$ cat src/rtl/cam_rx_pkg.sv
package cam_rx_pkg;

   localparam int HDR_W  = 24;
   localparam int ECC_W  = 6;
   localparam int DT_W   = 6;
   localparam int VC_W   = 2;
   localparam int LEN_W  = 16;
   localparam int CRC_W  = 16;
   localparam int NUM_EV = 4;

   localparam logic [DT_W-1:0]  DT_LONG_MIN = 6'h10;
   localparam logic [CRC_W-1:0] CRC_SEED    = 16'hFFFF;
   localparam logic [CRC_W-1:0] CRC_POLY_R  = 16'h8408;

   typedef enum logic [2:0] {
      ST_IDLE,
      ST_HDR,
      ST_PAY,
      ST_FT0,
      ST_FT1
   } rx_state_e;

   // column of header bit idx: idx-th smallest 6-bit value of weight 3 or 5
   function automatic logic [ECC_W-1:0] ecc_col(input int idx);
      int n;
      logic [ECC_W-1:0] c;
      logic [ECC_W-1:0] r;
      n = 0;
      r = '0;
      for (int v = 0; v < (1 << ECC_W); v++) begin
         c = ECC_W'(v);
         if ($countones(c) == 3 || $countones(c) == 5) begin
            if (n == idx) r = c;
            n++;
         end
      end
      return r;
   endfunction

   // header bits that feed check bit j
   function automatic logic [HDR_W-1:0] ecc_mask(input int j);
      logic [HDR_W-1:0] m;
      logic [ECC_W-1:0] c;
      m = '0;
      for (int i = 0; i < HDR_W; i++) begin
         c = ecc_col(i);
         m[i] = c[j];
      end
      return m;
   endfunction

endpackage

$ cat src/rtl/cam_hdr_ecc.sv
module cam_hdr_ecc
   import cam_rx_pkg::*;
(
   input  logic [HDR_W-1:0] hdr_in,
   input  logic [ECC_W-1:0] chk_in,
   output logic [HDR_W-1:0] hdr_out,
   output logic             err_fixed,
   output logic             err_fatal
);

   logic [ECC_W-1:0] calc;
   logic [ECC_W-1:0] syn;
   logic [HDR_W-1:0] hit;

   for (genvar j = 0; j < ECC_W; j++) begin : g_par
      localparam logic [HDR_W-1:0] MASK = ecc_mask(j);
      assign calc[j] = ^(hdr_in & MASK);
   end

   assign syn = calc ^ chk_in;

   for (genvar i = 0; i < HDR_W; i++) begin : g_hit
      localparam logic [ECC_W-1:0] COL = ecc_col(i);
      assign hit[i] = (syn == COL);
   end

   assign hdr_out   = hdr_in ^ hit;
   assign err_fixed = (|hit) | $onehot(syn);
   assign err_fatal = (syn != '0) & ~err_fixed;

endmodule

$ cat src/rtl/cam_crc16.sv
module cam_crc16 #(
   parameter int              DATA_W = 8,
   parameter int              CRC_W  = 16,
   parameter logic [CRC_W-1:0] POLY  = 16'h8408
) (
   input  logic [CRC_W-1:0]  crc_in,
   input  logic [DATA_W-1:0] data_in,
   output logic [CRC_W-1:0]  crc_out
);

   logic [CRC_W-1:0] c;
   logic             fb;

   always_comb begin
      c = crc_in;
      for (int b = 0; b < DATA_W; b++) begin
         fb = c[0] ^ data_in[b];
         c  = {1'b0, c[CRC_W-1:1]} ^ (fb ? POLY : '0);
      end
      crc_out = c;
   end

endmodule

$ cat src/rtl/cam_sat_cnt.sv
module cam_sat_cnt #(
   parameter int W = 8
) (
   input  logic         clk,
   input  logic         rst_n,
   input  logic         inc,
   output logic [W-1:0] count
);

   localparam logic [W-1:0] TOP = '1;

   always_ff @(posedge clk or negedge rst_n) begin
      if (!rst_n)                    count <= '0;
      else if (inc && count != TOP)  count <= count + 1'b1;
   end

endmodule

$ cat src/rtl/cam_pkt_rx.sv
module cam_pkt_rx
   import cam_rx_pkg::*;
#(
   parameter int CNT_W = 8
) (
   input  logic             clk,
   input  logic             rst_n,
   input  logic             in_valid,
   input  logic [7:0]       in_data,
   input  logic             in_sop,
   input  logic             in_eop,
   output logic             ev_frame_start,
   output logic             ev_frame_end,
   output logic             ev_line_start,
   output logic             ev_line_end,
   output logic [1:0]       ev_vc,
   output logic [15:0]      ev_word,
   output logic             pl_valid,
   output logic [7:0]       pl_data,
   output logic             pl_first,
   output logic             pl_last,
   output logic [1:0]       pl_vc,
   output logic [5:0]       pl_dtype,
   output logic             long_end,
   output logic             crc_fail,
   output logic             hdr_fixed,
   output logic             hdr_dropped,
   output logic             pkt_abort,
   output logic [CNT_W-1:0] cnt_fixed,
   output logic [CNT_W-1:0] cnt_dropped,
   output logic [CNT_W-1:0] cnt_crc
);

   localparam int HDR_BYTES = HDR_W / 8;

   rx_state_e        st;
   logic [1:0]       hcnt;
   logic [HDR_W-1:0] hbuf;
   logic [VC_W-1:0]  vc_q;
   logic [DT_W-1:0]  dt_q;
   logic [LEN_W-1:0] left_q;
   logic [CRC_W-1:0] crc_q;
   logic [CRC_W-1:0] crc_nx;
   logic [7:0]       ft_lo;
   logic             first_q;
   logic [NUM_EV-1:0] ev_q;
   logic [NUM_EV-1:0] ev_hit;

   logic [HDR_W-1:0] fix_hdr;
   logic             err_fixed;
   logic             err_fatal;
   logic [DT_W-1:0]  fix_dt;
   logic [VC_W-1:0]  fix_vc;
   logic [LEN_W-1:0] fix_len;

   logic             take;
   logic             hdr_last;
   logic             inc_fix;
   logic             inc_drop;
   logic             inc_crc;

   cam_hdr_ecc u_ecc (
      .hdr_in    (hbuf),
      .chk_in    (in_data[ECC_W-1:0]),
      .hdr_out   (fix_hdr),
      .err_fixed (err_fixed),
      .err_fatal (err_fatal)
   );

   cam_crc16 #(.DATA_W(8), .CRC_W(CRC_W), .POLY(CRC_POLY_R)) u_crc (
      .crc_in  (crc_q),
      .data_in (in_data),
      .crc_out (crc_nx)
   );

   assign fix_dt  = fix_hdr[DT_W-1:0];
   assign fix_vc  = fix_hdr[7:DT_W];
   assign fix_len = fix_hdr[HDR_W-1:8];

   for (genvar k = 0; k < NUM_EV; k++) begin : g_ev
      assign ev_hit[k] = (fix_dt == DT_W'(k));
   end

   assign take     = in_valid && !in_sop;
   assign hdr_last = take && (st == ST_HDR) && (hcnt == 2'(HDR_BYTES));
   assign inc_fix  = hdr_last && err_fixed;
   assign inc_drop = hdr_last && err_fatal;
   assign inc_crc  = take && (st == ST_FT1) && ({in_data, ft_lo} != crc_q);

   always_ff @(posedge clk or negedge rst_n) begin
      if (!rst_n) begin
         st          <= ST_IDLE;
         hcnt        <= '0;
         hbuf        <= '0;
         vc_q        <= '0;
         dt_q        <= '0;
         left_q      <= '0;
         crc_q       <= CRC_SEED;
         ft_lo       <= '0;
         first_q     <= 1'b0;
         ev_q        <= '0;
         ev_vc       <= '0;
         ev_word     <= '0;
         pl_valid    <= 1'b0;
         pl_data     <= '0;
         pl_first    <= 1'b0;
         pl_last     <= 1'b0;
         long_end    <= 1'b0;
         crc_fail    <= 1'b0;
         hdr_fixed   <= 1'b0;
         hdr_dropped <= 1'b0;
         pkt_abort   <= 1'b0;
      end else begin
         ev_q        <= '0;
         pl_valid    <= 1'b0;
         pl_first    <= 1'b0;
         pl_last     <= 1'b0;
         long_end    <= 1'b0;
         crc_fail    <= 1'b0;
         hdr_fixed   <= 1'b0;
         hdr_dropped <= 1'b0;
         pkt_abort   <= 1'b0;
         if (in_valid && in_sop) begin
            pkt_abort  <= (st != ST_IDLE) || in_eop;
            hbuf[7:0]  <= in_data;
            hcnt       <= 2'd1;
            st         <= in_eop ? ST_IDLE : ST_HDR;
         end else if (take) begin
            unique case (st)
               ST_IDLE: ;
               ST_HDR: begin
                  if (hcnt != 2'(HDR_BYTES)) begin
                     hbuf[{hcnt, 3'b000} +: 8] <= in_data;
                     hcnt <= hcnt + 2'd1;
                     if (in_eop) begin
                        pkt_abort <= 1'b1;
                        st        <= ST_IDLE;
                     end
                  end else begin
                     hdr_fixed   <= err_fixed;
                     hdr_dropped <= err_fatal;
                     if (err_fatal) begin
                        st <= ST_IDLE;
                     end else if (fix_dt < DT_LONG_MIN) begin
                        ev_q    <= ev_hit;
                        ev_vc   <= fix_vc;
                        ev_word <= fix_len;
                        st      <= ST_IDLE;
                     end else begin
                        vc_q    <= fix_vc;
                        dt_q    <= fix_dt;
                        left_q  <= fix_len;
                        crc_q   <= CRC_SEED;
                        first_q <= 1'b1;
                        if (in_eop) begin
                           pkt_abort <= 1'b1;
                           st        <= ST_IDLE;
                        end else begin
                           st <= (fix_len == '0) ? ST_FT0 : ST_PAY;
                        end
                     end
                  end
               end
               ST_PAY: begin
                  pl_valid <= 1'b1;
                  pl_data  <= in_data;
                  pl_first <= first_q;
                  pl_last  <= (left_q == LEN_W'(1));
                  first_q  <= 1'b0;
                  crc_q    <= crc_nx;
                  left_q   <= left_q - LEN_W'(1);
                  if (in_eop) begin
                     pkt_abort <= 1'b1;
                     st        <= ST_IDLE;
                  end else if (left_q == LEN_W'(1)) begin
                     st <= ST_FT0;
                  end
               end
               ST_FT0: begin
                  ft_lo <= in_data;
                  if (in_eop) begin
                     pkt_abort <= 1'b1;
                     st        <= ST_IDLE;
                  end else begin
                     st <= ST_FT1;
                  end
               end
               ST_FT1: begin
                  long_end <= 1'b1;
                  crc_fail <= inc_crc;
                  st       <= ST_IDLE;
               end
               default: st <= ST_IDLE;
            endcase
         end
      end
   end

   assign ev_frame_start = ev_q[0];
   assign ev_frame_end   = ev_q[1];
   assign ev_line_start  = ev_q[2];
   assign ev_line_end    = ev_q[3];
   assign pl_vc          = vc_q;
   assign pl_dtype       = dt_q;

   cam_sat_cnt #(.W(CNT_W)) u_cnt_fix (
      .clk(clk), .rst_n(rst_n), .inc(inc_fix), .count(cnt_fixed));
   cam_sat_cnt #(.W(CNT_W)) u_cnt_drop (
      .clk(clk), .rst_n(rst_n), .inc(inc_drop), .count(cnt_dropped));
   cam_sat_cnt #(.W(CNT_W)) u_cnt_crc (
      .clk(clk), .rst_n(rst_n), .inc(inc_crc), .count(cnt_crc));

endmodule

$ cat config.mk
export PLATFORM = sky130hd
export DESIGN_NAME = cam_pkt_rx
export DESIGN_NICKNAME = d
export VERILOG_FILES = /design/src/rtl/cam_rx_pkg.sv /design/src/rtl/cam_hdr_ecc.sv /design/src/rtl/cam_crc16.sv /design/src/rtl/cam_sat_cnt.sv /design/src/rtl/cam_pkt_rx.sv
export SDC_FILE = /design/constraint.sdc
export NUM_CORES = 1
export LEC_CHECK = 0
export ABC_AREA = 1
export BUFFER_PORTS_ARGS = -buffer_cell sky130_fd_sc_hd__buf_2
export CAP_MARGIN = 25
export CORE_MARGIN = 2
export CORE_UTILIZATION = 24
export DETAILED_ROUTE_END_ITERATION = 10
export PLACE_DENSITY = 0.41
export SETUP_SLACK_MARGIN = 0.02
export SLEW_MARGIN = 20
export SYNTH_ARGS = -nofsm -noshare
export SYNTH_HDL_FRONTEND = slang
export SYNTH_HIERARCHICAL = 1
export SYNTH_SLANG_ARGS = --single-unit
$ cat constraint.sdc
create_clock -name clk -period 13.85 [get_ports clk]
set_input_delay 1.385 -clock clk [delete_from_list [all_inputs] [get_ports clk]]
set_output_delay 1.385 -clock clk [all_outputs]
set_load 0.02 [all_outputs]
==> metrics.md, run 1 <==
| Metric | Value |
|---|---|
| Synth top area share | 33.4% |
| Worst path depth | 30 |
| Gpl congestion | 0.837 |
| DP HPWL | 22.3 mm |
| Cts bufs inserted | 17 |
| Outcome | completed |
| CP max-delay cell | a21oi_4 |
| Initial antenna violation count | 0 |
| Hold path start | pl_dtype[4] |
| Hold Path Class | flop to flop |
| Endpoints failing setup | 0 |
| Initial DRC Count | 505 |
| Top cells by count, synth | 478 x nand2_1, 147 x inv_1, 135 x nor2_1 |
| Share of power burned in the clock network | 29.6% |
| Post-synth EDFFs | 0 |
| Clock transition at path regs | about 0.06 ns |
| Max_cap viols | 0 |
| Layout fillers | 4280 |
| #FFs+latches synth | 140 |
| Post-route ant nets | 0 |
| PwrDens | 160 nW/um^2 |
| Capture point of the worst reg-to-reg path | pl_dtype[1] |
| Fmax | 0.173 GHz |
| Top cells by area in the synthesized netlist | dfrtp_1 33%, nand2_1 19%, inv_1 5.9% |
| Final Worst Setup Slack | between 8 and 9 ns |
| Vias in the first global route | about 8200 |
| Yosys warnings | 6 |
| Deepest clock path buffer count | 2 |
| Register-to-register setup slack | about 8.5 ns |
| R2r worst-path depth | 33 |
| Max_slew headroom | 40.1% |
| Htree depth | 4 |
| Port Buf Inserts | 82 |
| Layout cells sized above 1 | 16.1% |
| Unrepaired setup endpoints after global routing | no |
| Buf/Inv on CP | 7 |
| Mean Syn Cell Area | 6.87 sq um |
| Sequential Area | 3520 sq um |
| Routed wire length | 28.8 mm |
| Post-Syn Instances | 1353 |
| Max-slew violation count | 0 |
| Final Hold Fails | 0 |
| Vias | 8476 |
| Syn_nets | 1384 |
| Worst-path maximum fanout | 29 |
| Initial core utilization | 24.1% |
| Area Growth Syn to Fin | 17.3% |
| Cell taking the most area after synthesis | dfrtp_1 |
| # rows | 72 |
| Die area | 40300 sq um |
| Setup TNS | 0 ns |
| Post-synth ARST share | 100% |
| Worst slew pin tran | 0.896 ns |
| Max incr delay on CP | 0.44 ns |
| Non-filler instance count after layout | slightly below 2000 |
| Switching Share | a little over two fifths |
| Multi-input gate area | 4990 sq um |
| Yosys cell types | 39 |
| Largest net degree at the start of global routing | 88 |
| Worst skew pair latency | 0.43 ns |
| Arr. time, crit path | between 6 and 7 ns |
| Switching Power | 751 uW |
| Crit path kind | primary input to flop |
| Placeable Area | slightly below 40000 sq um |
| Sequential share of the synthesized area | a little under two fifths |
| Critical Path RT | between 10 and 15 ns |
| Post-synth top flop | dfrtp_1 |
| Hold Path Stages | 2 |
| Post-route minimum period | 5.79 ns |
| Die Y | between 200 and 250 microns |
| # placed instances | 1930 |
| PnR Total Power | 1740 uW |
| Seq pwr share | 28.1% |
| Clk sinks | 140 |
| Setup bufs post-CTS | 0 |
| Crit. End Element | flop |
| Crit path launch type | primary input |
| Max VDD drop | 0.107 mV |
| Leak | 0.00560 uW |
| Ant diodes | 0 |
| Top Family by Delay on Critical Path | simple AND/OR/NAND/NOR gates |
| Finished Core Util | around 28% |
| Crit Reg-Reg Startpoint | hbuf[12] |
| Clk root buf | clkbuf_16 |
| GRT overflow | 0 |
| Cell Int Power | 991 uW |
| First-pass GRT wire length | 46.0 mm |
| Hold Path Sink | pl_dtype[4] |
| Post_cts resized | 0 |
| Setup Skew | roughly 0.01 ns |
| DP Worst Slack | 7.61 ns |
| Remaining DRCs | 0 |
| WL per Instance | roughly 15 microns |
| Critical Path Start | in_data[0] |
| Total Nets Final | ~1500 |
| CTS Hold Bufs | 0 |
| Tcrit/Tclk final | 41.8% |
| Vias per cell | 4.32 |
| CTS tree | done |
| Die W | 201 microns |
| Combinational group share of total power | 42.3% |
| Cell with the most instances after synthesis | nand2_1 |
| All-Layer GR Usage | 14.6% |
| IO Count | 83 |
| Synth Cell Area | 9290 sq um |
| DRT Pass-1 Iters | 5 |
==> per-layer routing <==
layer / up-vias / share of wire, % / GRT usage (%) / wire, microns
li1: 4367 / - / - / -
met1: 3973 / 50 / 20.3 / 14500
met2: 123 / 46 / 24.0 / 13300
met3: 13 / 2.5 / 2.13 / 712
met4: 0 / 1.0 / 3.20 / 301
met5: - / 0 / 0 / 0
==> cells in the final DEF, fill, tap and decap left out, types with 12 or more instances in the layout <==
cell type	instances
nand2_1	478
inv_1	147
nor2_1	135
dfrtp_1	124
o21ai_0	86
nand3_1	85
buf_2	81
xor2_1	46
nand2_2	35
inv_2	27
nand4_1	25
xnor2_1	21
ha_1	17
clkbuf_16	17
dfstp_2	16
a21oi_1	14
nand2_4	12
==> power groups by stage <==
stage | sequential, uW | clock (uW) | combinational [uW]
after floorplan | 488 | 0 | 550
after global placement | 498 | 0 | 735
after detailed placement | 498 | 0 | 738
after CTS | 491 | 531 | 741
after global routing | 496 | 546 | 844
final | 490 | 515 | 737
==> cells by family after synthesis <==
logic type,Yosys count,share of synthesized area [%]
AOI/OAI and AO/OA,120,6.88
xor gates and xnor gates,67,6.32
adders and majority gates,18,2.51
buffers and inverters,200,8.36
DFF,140,37.9
and+or+nand+nor,808,38.0
==> metrics by stage <==
stage	hold WS (ns)	instance area (sq um)
5_1_grt	0.502	10900
2_1_floorplan	0.460	9290
3_5_place_dp	0.460	10300
3_3_place_gp	0.465	10300
4_1_cts	0.477	10900
6_report	0.471	10900
==> sequential cells by signal, indices dropped and copies added, names as in the netlist, 3 cells and up <==
signal and count:
pl_dtype 6, left_q 16, st 3, ft_lo 8, u_cnt_fix/count 8, pl_data 8, u_cnt_drop/count 8, u_cnt_crc/count 8
crc_q 16, ev_word 16, ev_q 4, hbuf 24
==> worst max-delay path by stage <==
| stage | to | slack [ns] |
|---|---|---|
| floorplan | u_cnt_drop/count[7] | 8.59 |
| global placement | pl_dtype[0] | 7.71 |
| detailed placement | pl_vc[1] | 7.61 |
| CTS | pl_dtype[1] | 8.07 |
| global route | pl_dtype[1] | 7.69 |
| finish | pl_dtype[1] | 8.06 |
==> worst register-to-register path: cells and delay by family (launching register included) <==
family	cells	cell delay, ns
adders and majority gates	4	1.27
DFF	1	0.44
and+or+nand+nor	19	1.92
buffers and inverters	8	1.11
AOI/OAI and AO/OA	2	0.51
==> cell type report <==
class | count | share of cell area, %
clock buffer | 18 | 4.03
multi-input combinational | 1013 | 45.8
clock inverter | 14 | 1.89
inverter | 174 | 5.99
timing repair buffer | 85 | 4.03
sequential | 140 | 32.3
tap | 518 | 5.95
Power figures use the tool's default switching activity.
==> run 2: changes to the inputs <==
==> constraint.sdc (replaced) <==
create_clock -name clk -period 6 [get_ports clk]
set_input_delay 0.6 -clock clk [delete_from_list [all_inputs] [get_ports clk]]
set_output_delay 0.6 -clock clk [all_outputs]
set_load 0.02 [all_outputs]
==> run 2 against run 1 <==
Effect of this change:
- cell area rose by 0.31%
- first-iteration DRC count down 13%
- largest cell class unchanged
- clock power increased by 130%
- utilization increased by 0.088 points
- largest power group unchanged
- flip-flop and latch count unchanged
- register-to-register slack lost 7.5 ns
- combinational power increased by 130%
- non-clock buffer count grew 4
- clock-buffer cell count unchanged
- highest routed layer unchanged
- critical endpoint is now u_cnt_drop/count[7]
- critical path depth rose by 3
==> metrics.md, run 2 (synthesized netlist as in run 1, its figures left out) <==
| Metric | Value |
|---|---|
| Outcome | completed |
| IO Count | 83 (unchanged) |
| Routed wire length | 28.7 mm (-0.23%) |
| Gpl congestion | 0.815 (-2.7%) |
| Layout cells sized above 1 | 16.4% (+0.23 points) |
| Clk root buf | clkbuf_16 |
| Critical Path RT | 6.33 ns (-7.83 ns) |
| PwrDens | 366 nW/um^2 (+130%) |
| DRT Pass-1 Iters | 5 (unchanged) |
| Total Nets Final | 1466 (+0.27%) |
| Die area | 40300 sq um (unchanged) |
| Max VDD drop | 0.278 mV (+160%) |
| Final Hold Fails | 0 (unchanged) |
| Register-to-register setup slack | 1.05 ns (-7.47 ns) |
| Crit path launch type | flop |
| Initial core utilization | 24.1% (unchanged) |
| Die W | 201 microns (unchanged) |
| Worst slew pin tran | 0.850 ns (-0.0467 ns) |
| Cts bufs inserted | 17 (unchanged) |
| Fmax | around 0.20 GHz |
| Clock transition at path regs | 0.06 ns (about the same) |
| CP most frequent cell | nand2_1 |
| Hold slack | 0.237 ns (-0.233 ns) |
| Arr. time, crit path | 5.28 ns (-0.82 ns) |
| Post_cts resized | 0 (unchanged) |
| Htree depth | 4 (unchanged) |
| Area Growth Syn to Fin | 17.7% |
| Placeable Area | 38500 sq um (unchanged) |
| Post-route ant nets | 0 (unchanged) |
| Initial antenna violation count | 0 (unchanged) |
| Vias in the first global route | 8145 (-0.46%) |
| Port Buf Inserts | 82 (unchanged) |
| Cell Area, Placed | 10300 sq um (+0.29%) |
| Hold Path Class | primary input to asynchronous set/reset pin |
| Unrepaired setup endpoints after global routing | no |
| CTS tree | done |
| Die Y | 201 microns (unchanged) |
| Crit. End Element | flop |
| Vias per cell | 4.26 (-1.4%) |
| Setup TNS | 0 ns (unchanged) |
| Endpoints failing setup | 0 (unchanged) |
| Finished Core Util | 28.4% (+0.088 points) |
| Buf/Inv on CP | 7 (unchanged) |
| All-Layer GR Usage | 14.6% (+0.044 points) |
| Clk sinks | 140 (unchanged) |
| Max-slew violation count | 0 (unchanged) |
| Largest net degree at the start of global routing | 85 (-3.4%) |
| CP max-delay cell | fa_1 |
| Remaining DRCs | 0 (unchanged) |
| Top Family by Delay on Critical Path | simple AND/OR/NAND/NOR gates |
| DP HPWL | 22.2 mm (-0.46%) |
| Worst skew pair latency | 0.45 ns (+0.02 ns) |
| Finished Cell Area | 10900 sq um (+0.31%) |
| CTS Hold Bufs | 0 (unchanged) |
| PnR Total Power | 4000 uW (+130%) |
| Most frequent cells in the layout | 478 x nand2_1, 147 x inv_1, 135 x nor2_1 |
| Commonest non-fill, non-tap cell in the layout | nand2_1 |
| GRT overflow | 0 (unchanged) |
| Max reg flops | 24 (unchanged) |
| Setup Skew | 0.0113 ns (+0.00128 ns) |
| Vias | 8380 (-1.1%) |
| Leak | 0.00562 uW (+0.51%) |
| Top reg by flops | hbuf |
| Worst-path maximum fanout | 7 (-76%) |
| # rows | 72 (unchanged) |
| Tcrit/Tclk final | 82.4% |
| Crit path kind | flop to flop |
| Post-route minimum period | between 4 and 5 ns |
| Initial DRC Count | 439 (-13%) |
| First-pass GRT wire length | 45.7 mm (-0.52%) |
| Max incr delay on CP | 0.49 ns (+0.05 ns) |
| WL per Instance | 14.6 microns (-0.48%) |
| Deepest clock path buffer count | 2 (unchanged) |
| Setup bufs post-CTS | 0 (unchanged) |
| Max_slew headroom | 43.4% (+3.3 points) |
| Max_cap viols | 0 (unchanged) |
[run 2: metrics by stage]
stage | setup WS (ns) | instances
global placement | 0.978 | 1934
detailed placement | 0.858 | 1934
CTS | 1.07 | 1966
finish | 1.05 | 1967
global route | 0.494 | 1966
floorplan | 1.52 | 1353
[run 2: final timing paths]
path	start	end	cells after the start
min in group clk	pl_dtype[2]	pl_dtype[2]	2
worst min register to register	pl_dtype[2]	pl_dtype[2]	2
max in group asynchronous	rst_n	pl_data[7]	2
worst max register to register	hbuf[14]	u_cnt_drop/count[7]	33
worst min-delay path	rst_n	ev_word[9]	1
worst max-delay path	hbuf[14]	u_cnt_drop/count[7]	33
[run 2: where the power goes]
part,internal [uW],leakage [uW],switching (uW)
Clock,716,0.000316,460
Combinational,540,0.00347,1160
Sequential,1030,0.00183,98.9
Total,2290,0.00562,1720
[run 2: final cells by class]
class | count | area, sq um
inverter | 174 | 653
clock inverter | 14 | 208
timing repair buffer | 89 | 469
multi-input combinational | 1013 | 4990
sequential | 140 | 3520
antenna | 1 | 2.50
tap | 518 | 648
fill | 4269 | 27500
clock buffer | 18 | 439
[run 2: layer usage]
metal / routed length, microns / vias up / GRT usage, %
met5: 0 / - / 0
met4: 338 / 0 / 3.78
met1: 14000 / 3865 / 19.6
met2: 13500 / 126 / 24.3
li1: - / 4372 / -
met3: 884 / 17 / 2.48
